[config.mk]
export PLATFORM = sky130hd
export DESIGN_NAME = flash2_decoder
export DESIGN_NICKNAME = d
export VERILOG_FILES = /design/src/rtl/flash2_pkg.sv /design/src/rtl/flash2_therm_count.sv /design/src/rtl/flash2_sequencer.sv /design/src/rtl/flash2_combiner.sv /design/src/rtl/flash2_decoder.sv
export SDC_FILE = /design/constraint.sdc
export NUM_CORES = 1
export LEC_CHECK = 0
export CAP_MARGIN = 20
export CELL_PAD_IN_SITES_DETAIL_PLACEMENT = 1
export CELL_PAD_IN_SITES_GLOBAL_PLACEMENT = 2
export CORE_MARGIN = 3
export CORE_UTILIZATION = 33
export DETAILED_ROUTE_END_ITERATION = 8
export PLACE_DENSITY = 0.94
export SETUP_SLACK_MARGIN = 0.1
export SYNTH_ARGS = -nofsm -noshare
export SYNTH_HDL_FRONTEND = slang
export SYNTH_HIERARCHICAL = 1
export SYNTH_SLANG_ARGS = --single-unit
[constraint.sdc]
create_clock -name clk -period 16.16 [get_ports clk]
set_input_delay 4.04 -clock clk [delete_from_list [all_inputs] [get_ports clk]]
set_output_delay 4.04 -clock clk [all_outputs]
set_load 0.02 [all_outputs]
[src/rtl/flash2_pkg.sv]
`timescale 1ns/1ps
package flash2_pkg;
  typedef enum logic [2:0] {
    PH_IDLE  = 3'd0,
    PH_EST   = 3'd1,
    PH_CRS   = 3'd2,
    PH_FIN   = 3'd3,
    PH_LATCH = 3'd4
  } phase_t;
endpackage

[src/rtl/flash2_therm_count.sv]
`timescale 1ns/1ps
// Counts ones in a thermometer vector and flags a non-packed pattern.
module flash2_therm_count #(
  parameter int W  = 16,
  parameter int OW = $clog2(W + 1)
) (
  input  logic [W-1:0]  therm,
  output logic [OW-1:0] ones,
  output logic          bubble
);
  logic [W-1:0] plus_one;

  always_comb begin
    ones = '0;
    for (int i = 0; i < W; i++) begin
      ones = ones + OW'(therm[i]);
    end
  end

  // A packed pattern 2^n-1 shares no set bit with itself plus one.
  assign plus_one = therm + W'(1);
  assign bubble   = |(therm & plus_one);
endmodule

[src/rtl/flash2_sequencer.sv]
`timescale 1ns/1ps
module flash2_sequencer
  import flash2_pkg::*;
#(
  parameter int SETTLE = 1
) (
  input  logic   clk,
  input  logic   rst,
  input  logic   start,
  output phase_t phase,
  output logic   take_est,
  output logic   take_crs,
  output logic   take_fin,
  output logic   take_latch
);
  localparam int CNT_W = (SETTLE > 0) ? $clog2(SETTLE + 1) : 1;

  logic [CNT_W-1:0] wait_q;
  logic             settled;

  assign settled = (wait_q == CNT_W'(SETTLE));

  always_ff @(posedge clk) begin
    if (rst) begin
      phase  <= PH_IDLE;
      wait_q <= '0;
    end else begin
      case (phase)
        PH_IDLE: begin
          wait_q <= '0;
          if (start) phase <= PH_EST;
        end
        PH_EST, PH_CRS, PH_FIN: begin
          if (settled) begin
            wait_q <= '0;
            phase  <= (phase == PH_EST) ? PH_CRS :
                      (phase == PH_CRS) ? PH_FIN : PH_LATCH;
          end else begin
            wait_q <= wait_q + CNT_W'(1);
          end
        end
        PH_LATCH: phase <= PH_IDLE;
        default:  phase <= PH_IDLE;
      endcase
    end
  end

  assign take_est   = (phase == PH_EST) && settled;
  assign take_crs   = (phase == PH_CRS) && settled;
  assign take_fin   = (phase == PH_FIN) && settled;
  assign take_latch = (phase == PH_LATCH);

  // an idle start opens the estimate phase
  assert_start_opens_R2: assert property (@(posedge clk) disable iff (rst)
    (phase == PH_IDLE && start) |=> (phase == PH_EST));
  // leaving the fine phase always goes to latch
  assert_fine_to_latch_R2: assert property (@(posedge clk) disable iff (rst)
    ($past(phase) == PH_FIN && phase != PH_FIN) |-> (phase == PH_LATCH));
  // latch lasts a single cycle
  assert_latch_single_R2: assert property (@(posedge clk) disable iff (rst)
    (phase == PH_LATCH) |=> (phase == PH_IDLE));
  // a busy start never brings the sequence back to estimate early
  assert_busy_start_R8: assert property (@(posedge clk) disable iff (rst)
    (phase == PH_CRS && start) |=> (phase != PH_EST));
endmodule

[src/rtl/flash2_combiner.sv]
`timescale 1ns/1ps
// Window base, coarse code and final code, each limited to its range.
module flash2_combiner #(
  parameter int EST_OW   = 3,
  parameter int BANK_OW  = 5,
  parameter int CODE_W   = 6,
  parameter int FINE_W   = 4,
  parameter int WIN_STEP = 8
) (
  input  logic                     clk,
  input  logic                     rst,
  input  logic                     take_est,
  input  logic                     take_crs,
  input  logic                     take_fin,
  input  logic                     take_latch,
  input  logic [EST_OW-1:0]        est_ones,
  input  logic                     est_bub,
  input  logic [BANK_OW-1:0]       bank_ones,
  input  logic                     bank_bub,
  output logic [CODE_W-1:0]        win_sel,
  output logic [CODE_W+FINE_W-1:0] result,
  output logic                     valid,
  output logic                     bubble
);
  localparam int          RES_W    = CODE_W + FINE_W;
  localparam logic [31:0] CODE_MAX = 32'((1 << CODE_W) - 1);
  localparam logic [31:0] RES_MAX  = 32'((1 << RES_W) - 1);

  logic [BANK_OW-1:0] fine_q;
  logic               bub_acc;
  logic [31:0]        base_full, crs_full, res_full;

  always_comb begin
    base_full = 32'(est_ones) * 32'(WIN_STEP);
    if (base_full > CODE_MAX) base_full = CODE_MAX;
    crs_full = 32'(win_sel) + 32'(bank_ones);
    if (crs_full > CODE_MAX) crs_full = CODE_MAX;
    res_full = (32'(win_sel) << FINE_W) + 32'(fine_q);
    if (res_full > RES_MAX) res_full = RES_MAX;
  end

  always_ff @(posedge clk) begin
    if (rst) begin
      win_sel <= '0;
      fine_q  <= '0;
      bub_acc <= 1'b0;
      result  <= '0;
      valid   <= 1'b0;
      bubble  <= 1'b0;
    end else begin
      valid <= 1'b0;
      if (take_est) begin
        win_sel <= CODE_W'(base_full);
        bub_acc <= est_bub;
      end
      if (take_crs) begin
        win_sel <= CODE_W'(crs_full);
        bub_acc <= bub_acc | bank_bub;
      end
      if (take_fin) begin
        fine_q  <= bank_ones;
        bub_acc <= bub_acc | bank_bub;
      end
      if (take_latch) begin
        result <= RES_W'(res_full);
        bubble <= bub_acc;
        valid  <= 1'b1;
      end
    end
  end

  // valid is a single-cycle pulse
  assert_valid_pulse_R9: assert property (@(posedge clk) disable iff (rst)
    valid |=> !valid);
  // result and flag only move together with valid
  assert_result_hold_R9: assert property (@(posedge clk) disable iff (rst)
    !valid |-> ($stable(result) && $stable(bubble)));
endmodule

[src/rtl/flash2_decoder.sv]
`timescale 1ns/1ps
module flash2_decoder
  import flash2_pkg::*;
#(
  parameter int EST_W    = 6,
  parameter int CODE_W   = 6,
  parameter int FINE_W   = 4,
  parameter int WIN_STEP = 8,
  parameter int SETTLE   = 1
) (
  input  logic                       clk,
  input  logic                       rst,
  input  logic                       start,
  input  logic [EST_W-1:0]           est_therm,
  input  logic [(1 << FINE_W)-1:0]   bank_therm,
  output logic [2:0]                 phase,
  output logic [CODE_W-1:0]          win_sel,
  output logic [CODE_W+FINE_W-1:0]   result,
  output logic                       valid,
  output logic                       bubble
);
  localparam int BANK_W  = 1 << FINE_W;
  localparam int EST_OW  = $clog2(EST_W + 1);
  localparam int BANK_OW = $clog2(BANK_W + 1);

  phase_t             phase_s;
  logic               take_est, take_crs, take_fin, take_latch;
  logic [EST_OW-1:0]  est_ones;
  logic [BANK_OW-1:0] bank_ones;
  logic               est_bub, bank_bub;

  flash2_sequencer #(.SETTLE(SETTLE)) u_seq (
    .clk(clk), .rst(rst), .start(start), .phase(phase_s),
    .take_est(take_est), .take_crs(take_crs),
    .take_fin(take_fin), .take_latch(take_latch)
  );

  flash2_therm_count #(.W(EST_W), .OW(EST_OW)) u_est_cnt (
    .therm(est_therm), .ones(est_ones), .bubble(est_bub)
  );

  flash2_therm_count #(.W(BANK_W), .OW(BANK_OW)) u_bank_cnt (
    .therm(bank_therm), .ones(bank_ones), .bubble(bank_bub)
  );

  flash2_combiner #(
    .EST_OW(EST_OW), .BANK_OW(BANK_OW), .CODE_W(CODE_W),
    .FINE_W(FINE_W), .WIN_STEP(WIN_STEP)
  ) u_comb (
    .clk(clk), .rst(rst),
    .take_est(take_est), .take_crs(take_crs),
    .take_fin(take_fin), .take_latch(take_latch),
    .est_ones(est_ones), .est_bub(est_bub),
    .bank_ones(bank_ones), .bank_bub(bank_bub),
    .win_sel(win_sel), .result(result), .valid(valid), .bubble(bubble)
  );

  assign phase = phase_s;

  // the tap selection stays put for the whole of a phase
  assert_win_hold_R10: assert property (@(posedge clk) disable iff (rst)
    (phase_s != PH_IDLE && phase_s == $past(phase_s)) |-> $stable(win_sel));
  // the code's upper field is the coarse code, or one above it on fine overflow
  assert_fine_join_R4: assert property (@(posedge clk) disable iff (rst)
    valid |-> ((result[CODE_W+FINE_W-1:FINE_W] == win_sel) ||
               ({1'b0, result[CODE_W+FINE_W-1:FINE_W]} ==
                (CODE_W+1)'(win_sel) + (CODE_W+1)'(1))));
endmodule

==> impl_summary.txt <==
----------------------------------------------------
[STA]
  Setup repair after global routing missed its margin ... false
  Max-slew violations ... 0
  Worst slew margin relative to its limit ... around 34%
  Min cycle time layout ... just under 9 ns
  Maximum clock frequency ... ~0.11 GHz
  Hold Vio Cnt, Final ... 0
  Number of setup violations in the final report ... 0
  Max Clock Skew ... roughly 0.006 ns
  Slew of the pin with the lowest slew margin ... approximately 1 ns
  Post-route clock period utilization ... ~55%
  Final setup TNS ... 0 ns

[Worst setup path]
  Startpoint kind of the worst setup timing path ... primary input
  Cell with the largest stage delay on the worst path ... sky130_fd_sc_hd__clkdlybuf4s50_1
  Cell mode on critical path ... sky130_fd_sc_hd__fa_1
  Startpoint of the lowest-slack register-to-register path ... u_seq/settled$_SDFFE_PP0P_
  Critical-path maximum fanout ... 4
  Element type at the critical path end ... flip-flop
  WS Path Type ... in2reg
  Worst reg2reg path endpoint ... u_comb/win_sel[4]$_SDFFE_PP0P_
  Category of cells accounting for the largest share of critical-path delay ... adder cells
  Count of buffer and inverter cells on the critical path ... 6
  Arr. time, crit path ... 9.04 ns
  Data required, critical path ... 16.35 ns
  Depth of the worst register-to-register path ... 6
  Worst R2R Setup Slack ... about 14 ns
  Slowest stage delay, CP ... roughly 0.58 ns
  Series of cell instances along the critical path ... clkdlybuf4s50_1 -> inv_1 -> fa_1 -> fa_1 -> fa_1 -> fa_1 -> inv_1 -> fa_1 -> inv_1 -> fa_1 -> inv_1 -> inv_1 -> fa_1 -> and2b_2 -> o21ai_2 -> a2bb2oi_2 -> a311oi_1

[Run status]
  Outcome ... complete, no violations

[Place]
  Post-detailed-placement half-perimeter wirelength ... roughly 4.6 mm
  Last weighted congestion value of the routability-driven placer ... 0.848
  # placed instances ... roughly 370
  I/O Buffers ... 45

[Floorplan]
  Io pins ... 46
  Standard-cell row count ... 29
  Core footprint ... approximately 0.0065 mm^2
  Starting utilization of the core area ... 34.5%
  Floorplan die area ... just under 0.008 mm^2
  Horizontal die dimension ... ~90 um
  Y dimension of the die ... 88.2 um

[Hold path]
  Hold path endpoint ... u_comb/result[7]$_SDFFE_PP0P_
  Hold Path Class ... reg2reg
  Hold Path Cell Cnt ... 2
  Hold wc startpoint ... u_comb/result[7]$_SDFFE_PP0P_

[Global routing]
  Vias in the first global route ... between 2,000 and 2,500
  Maximum number of pins on one net before global-route repair ... 30
  First-pass GRT wire length ... about 9.4 mm
  Number of antenna violations at the first check in global routing ... 0
  Leftover overflow at the end of global routing ... 0
  Gr usage total ... between 10 and 15%

[Clock network]
  Largest buffer count on any clock path ... 2
  CTS hold repair buffers ... 0
  Latest clock arrival within the worst-skew pair ... 0.28 ns
  Post-CTS setup repair buffer count ... 0
  Clock buffer count from CTS ... 3
  Post-CTS sizing ... 0
  Clock tree from TritonCTS ... built
  Deepest level of the CTS H-tree ... 1
  CTS sink count ... 28
  Clock transition at the registers of the reported paths ... approximately 0.10 ns
  Buffer type at the clock tree root ... sky130_fd_sc_hd__clkbuf_8

[Final layout]
  Area Overhead vs Synth ... 27.2%
  Layout cells sized above 1 ... 7.36%
  Count of inserted antenna diode cells ... 0
  Top library cells by usage in the layout, fill and taps aside ... sky130_fd_sc_hd__clkdlybuf4s50_1, sky130_fd_sc_hd__inv_1, sky130_fd_sc_hd__nor2_1
  Leading cell type in the layout, fill and taps excluded ... sky130_fd_sc_hd__clkdlybuf4s50_1
  NumNets Final ... about 360
  Finished Layout Cells ... about 380
  Final core occ ... 43.9%

[Drt]
  Drt first pass iters ... 4
  Uppermost signal routing layer after detailed routing ... met4
  Initial DRC Count ... 60
  Met2 wirelength from detailed routing ... between 2 and 3 mm
  Final routed DRC violation total ... 0
  Met1 Wirelength ... approximately 2.6 mm
  WL final ... 5.62 mm
  Routed wire length on met3 ... roughly 120 um
  Wirelength per Cell ... 14.9 um
  Antenna violation net count after detailed routing ... 0
  Total vias in the final route ... between 1,500 and 2,000
  Vias per std cell ... between 5 and 6

[Yosys]
  Number of flip-flops and latches in the synthesized netlist ... 28
  Post-synthesis cell area ... around 0.0022 mm^2
  Post-synthesis instance total ... between 200 and 300
  Predominant post-synthesis flop cell ... sky130_fd_sc_hd__dfxtp_1
  Average cell area after synthesis ... roughly 8.7 um^2
  Syn nets ... around 310
  Ys async rst share ... 0%
  Number of enable flip-flop cells after synthesis ... 0
  Share of synthesized area occupied by flip-flops and latches ... 25.2%
  Ys Warns ... 6
  Post-synth cell types ... 60

[Pwr]
  Peak supply drop ... 0.0409 mV
  Leakage Power ... around 0.0012 uW
  Power Density ... between 80 and 90 mW/mm^2

[Run]
  Count of max-cap constraint violations ... 0

----------------------------------------------------
[power by group]
part | internal [uW] | switching, uW
Clock | 33.2 | 23.1
Combinational | 48.7 | 60.1
Sequential | 70.1 | 1.86
[registers in the layout (all words and copies together) (netlist names)]
| signal | cells |
|---|---|
| u_seq/phase | 3 |
| u_comb/bub_acc | 1 |
| u_comb/valid | 1 |
| u_comb/fine_q | 5 |
| u_comb/win_sel | 6 |
| u_comb/bubble | 1 |
| u_seq/settled | 1 |
| u_comb/result | 10 |
[routing by layer]
| layer | vias up | track usage [%] |
|---|---|---|
| li1 | 963 | - |
| met1 | 907 | 19.6 |
| met2 | 33 | 26.6 |
| met3 | 2 | 1.03 |
| met4 | 0 | 4.12 |
| met5 | - | 0 |
[how the worst max path moves through the flow]
stage / cells after the start / startpoint / slack [ns] / endpoint
2_1_floorplan: 16 / bank_therm[2] / 7.92 / u_comb/win_sel[0]$_SDFFE_PP0P_
3_3_place_gp: 17 / bank_therm[2] / 7.15 / u_comb/win_sel[1]$_SDFFE_PP0P_
3_5_place_dp: 17 / bank_therm[2] / 6.97 / u_comb/win_sel[0]$_SDFFE_PP0P_
4_1_cts: 17 / bank_therm[2] / 7.27 / u_comb/win_sel[0]$_SDFFE_PP0P_
5_1_grt: 17 / bank_therm[2] / 7.08 / u_comb/win_sel[1]$_SDFFE_PP0P_
6_report: 17 / bank_therm[2] / 7.30 / u_comb/win_sel[3]$_SDFFE_PP0P_
[cells by family (layout without fill, tap and decap cells)]
kind of cell	Yosys count	after routing	synth area share, %
simple gates	90	90	21.1
flops	28	28	25.2
mux	9	9	4.32
xor+xnor	7	7	2.75
buf+inv	45	88	8.37
compound gates	45	45	15.7
fa+ha+maj	32	32	22.7
[cells in the mapped netlist (all sizes together), types with 6 or more instances]
master | count | area [um^2]
nor2b | 6 | 40.0
nand3 | 6 | 42.5
ha | 18 | 225
mux2i | 7 | 70.1
nor3 | 12 | 70.1
nor2 | 31 | 116
o21ai | 7 | 42.5
nand2 | 15 | 56.3
fa | 14 | 280
dfxtp | 28 | 561
inv | 37 | 139
a21oi | 10 | 50.1
[area by class of cell]
| class | instances | area [um^2] |
|---|---|---|
| clock inverters | 1 | 30.0 |
| multi-input cells | 183 | 1480 |
| fillers | 795 | 3620 |
| repair buffers | 47 | 485 |
| well taps | 77 | 96.3 |
| clock buffers | 3 | 41.3 |
| flip-flops and latches | 28 | 561 |
| inverters | 37 | 139 |
[through the flow]
step	setup WS (ns)	total power [uW]	hold slack, ns	area (um^2)
2_1_floorplan	7.92	151	0.458	2230
3_3_place_gp	7.15	177	0.451	2740
3_5_place_dp	6.97	183	0.467	2740
4_1_cts	7.27	240	0.485	2810
5_1_grt	7.08	257	0.498	2830
6_report	7.30	237	0.481	2830
[worst min-delay path: stages (launching register included)]
cell	delay [ns]
sky130_fd_sc_hd__dfxtp_1	0.32
sky130_fd_sc_hd__nor2_1	0.08
sky130_fd_sc_hd__nor3_1	0.04
No activity file was read; power rests on OpenSTA's default activity.
